$ cat config.mk
export PLATFORM = sky130hd
export DESIGN_NAME = spi_sr_ctrl
export DESIGN_NICKNAME = d
export VERILOG_FILES = /design/src/rtl/spi_sr_pkg.sv /design/src/rtl/spi_sr_sync.sv /design/src/rtl/spi_sr_frame.sv /design/src/rtl/spi_sr_regs.sv /design/src/rtl/spi_sr_tx.sv /design/src/rtl/spi_sr_ctrl.sv
export SDC_FILE = /design/constraint.sdc
export NUM_CORES = 1
export LEC_CHECK = 0
export BUFFER_PORTS_ARGS = -buffer_cell sky130_fd_sc_hd__buf_2
export CORE_MARGIN = 2
export CORE_UTILIZATION = 40
export CTS_CLUSTER_SIZE = 10
export DETAILED_ROUTE_END_ITERATION = 10
export SYNTH_ARGS = -nofsm -noshare
export SYNTH_HDL_FRONTEND = slang
export SYNTH_SLANG_ARGS = --single-unit
$ cat constraint.sdc
create_clock -name clk -period 4.8 [get_ports clk]
set_input_delay 1.44 -clock clk [delete_from_list [all_inputs] [get_ports clk]]
set_output_delay 1.44 -clock clk [all_outputs]
set_load 0.005 [all_outputs]
$ cat src/rtl/spi_sr_pkg.sv
`timescale 1ns/1ps
package spi_sr_pkg;

    localparam int BYTE_W = 8;

    localparam logic [BYTE_W-1:0] CMD_SET_WEL   = 8'h06;
    localparam logic [BYTE_W-1:0] CMD_WR_STATUS = 8'h01;
    localparam logic [BYTE_W-1:0] CMD_RD_LOW    = 8'h05;
    localparam logic [BYTE_W-1:0] CMD_RD_HIGH   = 8'h35;

    typedef enum logic [2:0] {
        K_NONE,
        K_SET_WEL,
        K_WRITE,
        K_RD_LOW,
        K_RD_HIGH
    } cmd_kind_e;

    typedef struct packed {
        logic [5:0] prot;
        logic       wel;
        logic       busy;
    } low_reg_t;

    typedef struct packed {
        logic qe;
        logic lock;
    } high_bits_t;

    function automatic cmd_kind_e decode_cmd(input logic [BYTE_W-1:0] op);
        case (op)
            CMD_SET_WEL:   return K_SET_WEL;
            CMD_WR_STATUS: return K_WRITE;
            CMD_RD_LOW:    return K_RD_LOW;
            CMD_RD_HIGH:   return K_RD_HIGH;
            default:       return K_NONE;
        endcase
    endfunction

    function automatic logic [BYTE_W-1:0] high_byte(input high_bits_t h);
        return {6'b0, h.qe, h.lock};
    endfunction

endpackage

$ cat src/rtl/spi_sr_sync.sv
`timescale 1ns/1ps
module spi_sr_sync #(
    parameter int                 WIDTH     = 3,
    parameter int                 STAGES    = 2,
    parameter logic [WIDTH-1:0]   RESET_VAL = '0
) (
    input  logic             clk,
    input  logic             rst,
    input  logic [WIDTH-1:0] din,
    output logic [WIDTH-1:0] dout
);
    logic [STAGES-1:0][WIDTH-1:0] stage_q;

    always_ff @(posedge clk) begin
        if (rst) begin
            for (int s = 0; s < STAGES; s++) stage_q[s] <= RESET_VAL;
        end else begin
            stage_q <= {stage_q[STAGES-2:0], din};
        end
    end

    assign dout = stage_q[STAGES-1];
endmodule

$ cat src/rtl/spi_sr_frame.sv
`timescale 1ns/1ps
module spi_sr_frame
    import spi_sr_pkg::*;
#(
    parameter int CNT_W = 5
) (
    input  logic              clk,
    input  logic              rst,
    input  logic              active,
    input  logic              sclk_rise,
    input  logic              mosi_bit,
    output logic              op_stb,
    output cmd_kind_e         op_kind,
    output logic [CNT_W-1:0]  bit_cnt,
    output logic [BYTE_W-1:0] d_first,
    output logic [BYTE_W-1:0] d_second
);
    localparam logic [CNT_W-1:0] CNT_MAX  = '1;
    localparam logic [CNT_W-1:0] END_OP   = CNT_W'(BYTE_W - 1);
    localparam logic [CNT_W-1:0] END_D1   = CNT_W'(2 * BYTE_W - 1);
    localparam logic [CNT_W-1:0] END_D2   = CNT_W'(3 * BYTE_W - 1);

    logic [BYTE_W-1:0] sh_q;
    logic [BYTE_W-1:0] sh_next;
    logic              unused_msb;

    assign sh_next    = {sh_q[BYTE_W-2:0], mosi_bit};
    assign unused_msb = sh_q[BYTE_W-1];

    always_ff @(posedge clk) begin
        if (rst) begin
            sh_q     <= '0;
            bit_cnt  <= '0;
            op_stb   <= 1'b0;
            op_kind  <= K_NONE;
            d_first  <= '0;
            d_second <= '0;
        end else if (!active) begin
            bit_cnt <= '0;
            op_stb  <= 1'b0;
            op_kind <= K_NONE;
        end else begin
            op_stb <= 1'b0;
            if (sclk_rise) begin
                sh_q <= sh_next;
                if (bit_cnt != CNT_MAX) bit_cnt <= bit_cnt + 1'b1;
                if (bit_cnt == END_OP) begin
                    op_kind <= decode_cmd(sh_next);
                    op_stb  <= 1'b1;
                end
                if (bit_cnt == END_D1) d_first  <= sh_next;
                if (bit_cnt == END_D2) d_second <= sh_next;
            end
        end
    end
endmodule

$ cat src/rtl/spi_sr_regs.sv
`timescale 1ns/1ps
module spi_sr_regs
    import spi_sr_pkg::*;
#(
    parameter int BUSY_CYCLES = 256,
    parameter int CNT_W       = 5
) (
    input  logic              clk,
    input  logic              rst,
    input  logic              op_stb,
    input  cmd_kind_e         op_kind,
    input  logic              frame_end,
    input  logic [CNT_W-1:0]  bit_cnt,
    input  logic [BYTE_W-1:0] d_first,
    input  logic [BYTE_W-1:0] d_second,
    output low_reg_t          low_q,
    output high_bits_t        high_q
);
    localparam int               TMR_W    = $clog2(BUSY_CYCLES + 1);
    localparam logic [CNT_W-1:0] LEN_ONE  = CNT_W'(2 * BYTE_W);
    localparam logic [CNT_W-1:0] LEN_TWO  = CNT_W'(3 * BYTE_W);

    logic             armed_q;
    logic [TMR_W-1:0] tmr_q;
    logic             unused_bits;

    assign unused_bits = ^{d_first[1:0], d_second[BYTE_W-1:2]};

    always_ff @(posedge clk) begin
        if (rst) begin
            low_q   <= '0;
            high_q  <= '0;
            armed_q <= 1'b0;
            tmr_q   <= '0;
        end else begin
            if (low_q.busy) begin
                if (tmr_q == '0) begin
                    low_q.busy <= 1'b0;
                    low_q.wel  <= 1'b0;
                end else begin
                    tmr_q <= tmr_q - 1'b1;
                end
            end
            if (op_stb && !low_q.busy) begin
                if (op_kind == K_SET_WEL) low_q.wel <= 1'b1;
                armed_q <= (op_kind == K_WRITE) && low_q.wel;
            end
            if (frame_end) begin
                armed_q <= 1'b0;
                if (armed_q && (bit_cnt == LEN_ONE || bit_cnt == LEN_TWO)) begin
                    low_q.prot <= d_first[BYTE_W-1:2];
                    high_q     <= (bit_cnt == LEN_TWO) ? high_bits_t'(d_second[1:0]) : '0;
                    low_q.busy <= 1'b1;
                    tmr_q      <= TMR_W'(BUSY_CYCLES - 1);
                end
            end
        end
    end
endmodule

$ cat src/rtl/spi_sr_tx.sv
`timescale 1ns/1ps
module spi_sr_tx
    import spi_sr_pkg::*;
(
    input  logic              clk,
    input  logic              rst,
    input  logic              active,
    input  logic              sclk_fall,
    input  logic              rd_en,
    input  logic [BYTE_W-1:0] byte_in,
    output logic              miso
);
    localparam int IDX_W = $clog2(BYTE_W);
    localparam logic [IDX_W-1:0] TOP_IDX = IDX_W'(BYTE_W - 1);

    logic [IDX_W-1:0]  idx_q;
    logic [BYTE_W-1:0] snap_q;

    always_ff @(posedge clk) begin
        if (rst || !active) begin
            idx_q  <= '0;
            snap_q <= '0;
            miso   <= 1'b0;
        end else if (sclk_fall && rd_en) begin
            if (idx_q == '0) begin
                snap_q <= byte_in;
                miso   <= byte_in[BYTE_W-1];
            end else begin
                miso <= snap_q[TOP_IDX - idx_q];
            end
            idx_q <= idx_q + 1'b1;
        end
    end
endmodule

$ cat src/rtl/spi_sr_ctrl.sv
`timescale 1ns/1ps
module spi_sr_ctrl
    import spi_sr_pkg::*;
#(
    parameter int BUSY_CYCLES = 256,
    parameter int SYNC_STAGES = 2
) (
    input  logic clk,
    input  logic rst,
    input  logic sclk,
    input  logic cs_n,
    input  logic mosi,
    output logic miso
);
    localparam int FRAME_BITS = 3 * BYTE_W;
    localparam int CNT_W      = $clog2(FRAME_BITS + 2);

    logic [2:0]        pins_s;
    logic              sclk_s, cs_s, mosi_s;
    logic              sclk_d, cs_d;
    logic              sclk_rise, sclk_fall, cs_rise;
    logic              op_stb;
    cmd_kind_e         op_kind;
    logic [CNT_W-1:0]  bit_cnt;
    logic [BYTE_W-1:0] d_first, d_second, rd_byte;
    low_reg_t          status_low;
    high_bits_t        status_high;
    logic              rd_en;

    spi_sr_sync #(.WIDTH(3), .STAGES(SYNC_STAGES), .RESET_VAL(3'b010)) u_sync (
        .clk(clk), .rst(rst), .din({sclk, cs_n, mosi}), .dout(pins_s)
    );
    assign {sclk_s, cs_s, mosi_s} = pins_s;

    always_ff @(posedge clk) begin
        if (rst) begin
            sclk_d <= 1'b0;
            cs_d   <= 1'b1;
        end else begin
            sclk_d <= sclk_s;
            cs_d   <= cs_s;
        end
    end

    assign sclk_rise = sclk_s & ~sclk_d;
    assign sclk_fall = ~sclk_s & sclk_d;
    assign cs_rise   = cs_s & ~cs_d;

    spi_sr_frame #(.CNT_W(CNT_W)) u_frame (
        .clk(clk), .rst(rst), .active(~cs_s), .sclk_rise(sclk_rise),
        .mosi_bit(mosi_s), .op_stb(op_stb), .op_kind(op_kind),
        .bit_cnt(bit_cnt), .d_first(d_first), .d_second(d_second)
    );

    spi_sr_regs #(.BUSY_CYCLES(BUSY_CYCLES), .CNT_W(CNT_W)) u_regs (
        .clk(clk), .rst(rst), .op_stb(op_stb), .op_kind(op_kind),
        .frame_end(cs_rise), .bit_cnt(bit_cnt), .d_first(d_first),
        .d_second(d_second), .low_q(status_low), .high_q(status_high)
    );

    assign rd_en   = (op_kind == K_RD_LOW) || (op_kind == K_RD_HIGH);
    assign rd_byte = (op_kind == K_RD_HIGH) ? high_byte(status_high) : status_low;

    spi_sr_tx u_tx (
        .clk(clk), .rst(rst), .active(~cs_s), .sclk_fall(sclk_fall),
        .rd_en(rd_en), .byte_in(rd_byte), .miso(miso)
    );
endmodule

==> flow_summary.json, run 1 <==
{
  "hold_path_class": "reg2reg",
  "grt_use_met3": 0.0520,
  "synthCells": 280,
  "intPower_uw": 750,
  "async_reset_ff_frac": 0,
  "power.total_uw": 957,
  "top_usage_layer": "met2",
  "drc": 0,
  "placed_area_um2": 2770,
  "dp_hpwl_mm": 3.24,
  "worst_pin_slew_ns": 0.850,
  "numClockSinks": 64,
  "drv_slew": 0,
  "row_count": 29,
  "r2r_start": "u_frame.bit_cnt[0]",
  "p_comb_frac": 0.015,
  "slew-limit-headroom": 0.432,
  "fmax_mhz": 426,
  "syn_area_um2": 2690,
  "cp.arrival_ns": 2.52,
  "hold_end": "u_sync.dout[1]",
  "finalNetCount": 297,
  "setup_viol": 0,
  "met2_usage": 0.195,
  "n_antenna_cell": 0,
  "antenna_found_initial": 0,
  "hold-path-cell-count": 1,
  "grt_max_degree": 44,
  "tns_ns": 0,
  "switching_share": 0.216,
  "layout_commonest_cell": "dfxtp_1",
  "synth.top_cell.area_share": 0.477,
  "cts_buffer_depth": 2,
  "power.leakage_uw": 0.00101,
  "startpoint": "rst",
  "drt-initial-drc-count": 111,
  "cts_buffers": 9,
  "syn-num-nets": 292,
  "whs_ns": 0.410,
  "ys_seq_area_frac": 0.477,
  "fin_crit_ns": 2.34,
  "r2r_cells": 7,
  "synth.avg_cell_area_um2": 9.60,
  "gr-total-overflow": 0,
  "cp-end-kind": "register",
  "route.antenna.remaining_nets": 0,
  "grt_pass1_wl_mm": 8.01,
  "start_kind": "input port",
  "finalCritPeriodShare": 0.489,
  "cts_resized": 0,
  "syn_to_final_growth_pct": 9.35,
  "vias": 1864,
  "power.density_nw_per_um2": 325,
  "cts_setup_buffers": 0,
  "final_cell_mix": "64 x dfxtp_1, 39 x nor2_1, 28 x mux2i_1",
  "finalWirelength_mm": 4.78,
  "port_buffers": 5,
  "status": "finished clean",
  "root_buffer": "clkbuf_8",
  "routed_via_density": 5.09,
  "drive_above_1_share": 0.125,
  "clkTransAtPathRegs_ns": 0.06,
  "clk_latency_ns": 0.34,
  "cts_tree": "yes",
  "die_area_um2": 7390,
  "grt_usage": 0.140,
  "design_area_um2": 2940,
  "yosys-top-cells-area": "dfxtp_1 48%, mux2i_1 10%, nor2_1 5.4%",
  "yosysTopAreaCell": "dfxtp_1",
  "coreArea_um2": 6420,
  "hold_viol_final": 0,
  "gp_congestion": 0.787,
  "rsz0062_at_grt": "no",
  "die_x_um": 86.0,
  "seqPwrFrac": 0.560,
  "cp_max_fo": 43,
  "critical_path_required_ns": 4.98,
  "io_pins": 6,
  "grt.met1_usage": 0.194,
  "wire_per_inst_um": 13.1,
  "fin_skew_ns": 0.00982,
  "min-delay-start": "u_sync.stage_q[1]",
  "p_sw_uw": 207,
  "synth_edf_count": 0,
  "ys_ff_latch": 64,
  "start_util": 0.419,
  "synth_warnings": 0,
  "maxCapViolations": 0,
  "cts_hold_buffers": 0,
  "reg2reg_slack_ns": 2.62,
  "ys.flop_type": "dfxtp_1",
  "rr_endpoint": "u_frame.bit_cnt[3]",
  "dr.pass1.iters": 4,
  "fp.dieH_um": 86.0,
  "h-tree-depth": 3,
  "peakVddDrop_mv": 0.175,
  "grt_pass1_vias": 1681,
  "final_core_util": 0.458,
  "synth.distinct_cells": 44,
  "power_frac_clock": 0.425,
  "critical_path_class": "in2reg"
}
==> through the flow <==
stage,setup slack [ns],instances
3_3_place_gp,2.11,351
3_5_place_dp,2.11,351
5_1_grt,2.34,366
2_1_floorplan,2.50,280
6_report,2.46,366
4_1_cts,2.46,366
==> worst max-delay path: stages <==
cell      delay [ns]
buf_2           0.56
or2_0           0.18
buf_4           0.25
a211oi_1        0.07
==> layer usage <==
layer | up-vias | wire, um
met3 | 7 | 150
met5 | - | 0
met2 | 21 | 2040
met1 | 851 | 2540
met4 | 0 | 56
li1 | 985 | -
==> flip-flops by register name (all words and copies together) (netlist names) <==
register	cells
u_sync.dout	3
u_frame.sh_q	7
u_frame.d_first	6
u_regs.high_q	2
u_frame.d_second	2
u_tx.idx_q	3
u_tx.snap_q	8
u_sync.stage_q	3
u_regs.armed_q	1
u_frame.op_stb	1
u_frame.op_kind	3
u_regs.low_q	8
cs_d	1
u_frame.bit_cnt	5
u_tx.miso	1
sclk_d	1
u_regs.tmr_q	9
==> cells in the mapped netlist (2+ instances only) <==
cell type / count
a211oi_1: 4
a21oi_1: 22
a311oi_1: 2
a31oi_1: 2
and2_2: 6
and3_1: 2
clkbuf_1: 11
dfxtp_1: 64
ha_1: 7
inv_1: 9
mux2i_1: 28
mux4_2: 2
nand2_1: 20
nand2b_1: 2
nand3_1: 5
nand4_1: 2
nor2_1: 39
nor2b_1: 8
nor3_1: 3
nor3b_1: 2
nor4_1: 2
nor4b_1: 3
o21ai_0: 2
or2_2: 2
or4_1: 4
or4b_2: 2
xnor2_1: 7
xor2_1: 2
==> area by class of cell <==
cell class                 instances  area, um^2
fill                             618        3480
multi-input combinational        194        1320
sequential                        64        1280
clock buffer                      12         155
tap                               77        96.3
timing repair buffer               7        40.0
inverter                           9        33.8
clock inverter                     3        17.5
==> power by group through the flow <==
stage	sequential [uW]	clock, uW	combinational (uW)
floorplan	547	0	11.3
global placement	548	0	14.7
detailed placement	548	0	14.9
CTS	535	420	14.9
global route	535	444	16.4
finish	535	407	14.7
==> cell families after synthesis <==
kind of cell,share of synthesized area
muxes,0.121
buffers and inverters,0.0340
AOI/OAI and AO/OA,0.0889
adders and majority gates,0.0326
xor gates and xnor gates,0.0293
and+or+nand+nor,0.218
DFF,0.477
==> how the worst max path moves through the flow <==
stage | to | slack (ns) | cells after the start
after floorplan | u_tx.snap_q[1] | 2.50 | 4
after global placement | u_tx.snap_q[0] | 2.11 | 4
after detailed placement | u_tx.snap_q[0] | 2.11 | 4
after CTS | u_tx.snap_q[0] | 2.46 | 4
after global routing | u_tx.snap_q[0] | 2.34 | 4
final | u_tx.snap_q[0] | 2.46 | 4
No activity file was read; power rests on OpenSTA's default activity.
==> run 2, diff against run 1 <==
--- a/config.mk
+++ b/config.mk
@@ -5,6 +5,7 @@
 export SDC_FILE = /design/constraint.sdc
 export NUM_CORES = 1
 export LEC_CHECK = 0
+export ABC_AREA = 1
 export BUFFER_PORTS_ARGS = -buffer_cell sky130_fd_sc_hd__buf_2
 export CORE_MARGIN = 2
 export CORE_UTILIZATION = 40
==> constraint.sdc (replaced) <==
create_clock -name clk -period 2.17 [get_ports clk]
set_input_delay 0.651 -clock clk [delete_from_list [all_inputs] [get_ports clk]]
set_output_delay 0.651 -clock clk [all_outputs]
set_load 0.005 [all_outputs]
==> run 2 against run 1 <==
Effect of this change: first-iteration DRC count is 17% lower; synthesized cell count is 36% higher; sequential share of layout area is 2.0 points lower; clock power grew to 2.7 times the previous value; area after synthesis is 3.1% higher; via count is 24% higher; flip-flop and latch count stayed put; register-to-register slack worse by 2.2 ns; setup slack worse by 2.1 ns; clock skew is 0.0013 ns lower; power is 140% higher; largest power group unchanged.
==> flow_summary.json, run 2 <==
{
  "hold_path_class": "reg2reg",
  "routed_via_density": 4.86,
  "crit_buf_inv": 3,
  "setup_viol": 0,
  "dp_hpwl_mm": 3.96,
  "async_reset_ff_frac": 0,
  "peakVddDrop_mv": 0.524,
  "synth.top_cell.area_share": 0.462,
  "power.total_uw": 2340,
  "slew-limit-headroom": 0.638,
  "fin_skew_ns": 0.00852,
  "ys_seq_area_frac": 0.462,
  "placed_cells": 459,
  "yosysMostFrequentCell": "dfxtp_1",
  "h-tree-depth": 3,
  "grt_pass1_wl_mm": 9.54,
  "cts_setup_buffers": 0,
  "status": "finished clean",
  "hold_viol_final": 0,
  "cts_buffers": 9,
  "gp_congestion": 0.830,
  "rsz0062_at_grt": "no",
  "io_pins": 6,
  "die_x_um": 87.2,
  "n_antenna_cell": 0,
  "final_cells": 475,
  "root_buffer": "clkbuf_8",
  "largest_reg_flops": 9,
  "wire_per_inst_um": 11.6,
  "synth_edf_count": 0,
  "synth.avg_cell_area_um2": 7.25,
  "start_kind": "register",
  "crit_family": "simple AND/OR/NAND/NOR gates",
  "drive_above_1_share": 0.0937,
  "clk_latency_ns": 0.33,
  "finalWirelength_mm": 5.50,
  "critical_path_required_ns": 2.40,
  "crit_chain": "inv_1, ha_1, nand2_1, nor2_1, nand3_1, buf_4, nand3_1, o211ai_1, nand2_1, inv_1",
  "synthCells": 382,
  "maxCapViolations": 0,
  "drv_slew": 0,
  "numClockSinks": 64,
  "critical_path_class": "reg2reg",
  "finalCritPeriodShare": 0.814,
  "grt_pass1_vias": 2117,
  "ys.flop_type": "dfxtp_1",
  "fin_crit_ns": 1.77,
  "top_register": "u_regs.tmr_q",
  "synth.distinct_cells": 22,
  "cts_resized": 0,
  "synth_warnings": 0,
  "slowest_delay_ns": 0.31,
  "fp.dieH_um": 87.2,
  "syn_to_final_growth_pct": 11.2,
  "power.density_nw_per_um2": 759,
  "grt_usage": 0.162,
  "gr-total-overflow": 0,
  "finalNetCount": 402,
  "yosys-top-cells-area": "dfxtp_1 46%, nand2_1 7.6%, a21oi_1 7.0%",
  "syn_area_um2": 2770,
  "port_buffers": 5,
  "drt-initial-drc-count": 92,
  "tns_ns": 0,
  "die_area_um2": 7610,
  "top_regs": "u_regs.tmr_q: 9 flops, u_regs.low_q: 8 flops, u_tx.snap_q: 8 flops",
  "route.antenna.remaining_nets": 0,
  "start_util": 0.410,
  "coreArea_um2": 6760,
  "power.leakage_uw": 0.00126,
  "cp-end-kind": "register",
  "cts_buffer_depth": 2,
  "row_count": 30,
  "cts_hold_buffers": 0,
  "layout_commonest_cell": "dfxtp_1",
  "critPathSlowestCell": "dfxtp_1",
  "cp.arrival_ns": 2.00,
  "grt_max_degree": 29,
  "syn-num-nets": 394,
  "drc": 0,
  "antenna_found_initial": 0,
  "clkTransAtPathRegs_ns": 0.07,
  "vias": 2310,
  "dr.pass1.iters": 4,
  "final_cell_mix": "64 x dfxtp_1, 56 x nand2_1, 52 x inv_1",
  "worst_pin_slew_ns": 0.543,
  "ys_ff_latch": 64,
  "cts_tree": "yes",
  "yosysTopAreaCell": "dfxtp_1",
  "cp_max_fo": 8,
  "fmax_mhz": 566,
  "synth_commonest_cells": "64 x dfxtp_1, 56 x nand2_1, 52 x inv_1"
}
run 2: changes by cell type after synthesis, moves of 12 or more:
cell / change
a21oi_1: +17
inv_1: +43
nand2_1: +36
nand3_1: +25
nand4_1: +12
o21ai_0: +18
mux2i_1: -28
run 2: worst reg2reg max path, stage by stage (launching register included):
cell and delay, ns:
dfxtp_1 0.31, inv_1 0.10, ha_1 0.23, nand2_1 0.11, nor2_1 0.13, nand3_1 0.27, buf_4 0.26, nand3_1 0.07
o211ai_1 0.09, nand2_1 0.06, inv_1 0.04
run 2: area by class of cell:
class / count / area, um^2
fill: 703 / 3680
sequential: 64 / 1280
multi-input combinational: 245 / 1200
inverter: 62 / 233
clock buffer: 13 / 149
tap: 80 / 100
clock inverter: 3 / 65.1
timing repair buffer: 8 / 47.5
run 2: worst paths after layout:
path / startpoint / to / slack (ns) / depth (start not counted)
hold / removal: u_sync.stage_q[2] / u_sync.dout[2] / 0.41 / 2
hold reg to reg: u_sync.stage_q[2] / u_sync.dout[2] / 0.41 / 2
setup / recovery: u_regs.tmr_q[0] / u_regs.tmr_q[4] / 0.40 / 10
setup reg to reg: u_regs.tmr_q[0] / u_regs.tmr_q[4] / 0.40 / 10
run 2: kinds of logic after synthesis:
family | after synthesis | synth area share
buf+inv | 73 | 0.103
fa+ha+maj | 7 | 0.0316
simple gates | 160 | 0.255
compound gates | 78 | 0.148
flops | 64 | 0.462
run 2: per-layer routing:
layer,GRT usage,vias up,wire (um)
li1,-,1262,-
met3,0.0313,8,140
met2,0.255,26,2520
met5,0,-,0
met4,0.0867,0,98
met1,0.210,1014,2730
run 2: per-stage QoR:
step	cell area, um^2	utilization	setup slack (ns)	hold WS [ns]
final	3080	0.456	0.403	0.408
after global routing	3080	0.456	0.197	0.434
after CTS	3080	0.456	0.388	0.412
after detailed placement	2870	0.424	0.311	0.399
after global placement	2870	0.424	0.396	0.394
after floorplan	2770	-	0.644	0.388
run 2: power by group:
group	total (uW)	switching [uW]	leakage, uW	internal [uW]
logic	42.1	29.2	0.000631	12.9
clock network	1110	432	0.000108	678
registers	1190	4.61	0.000517	1180
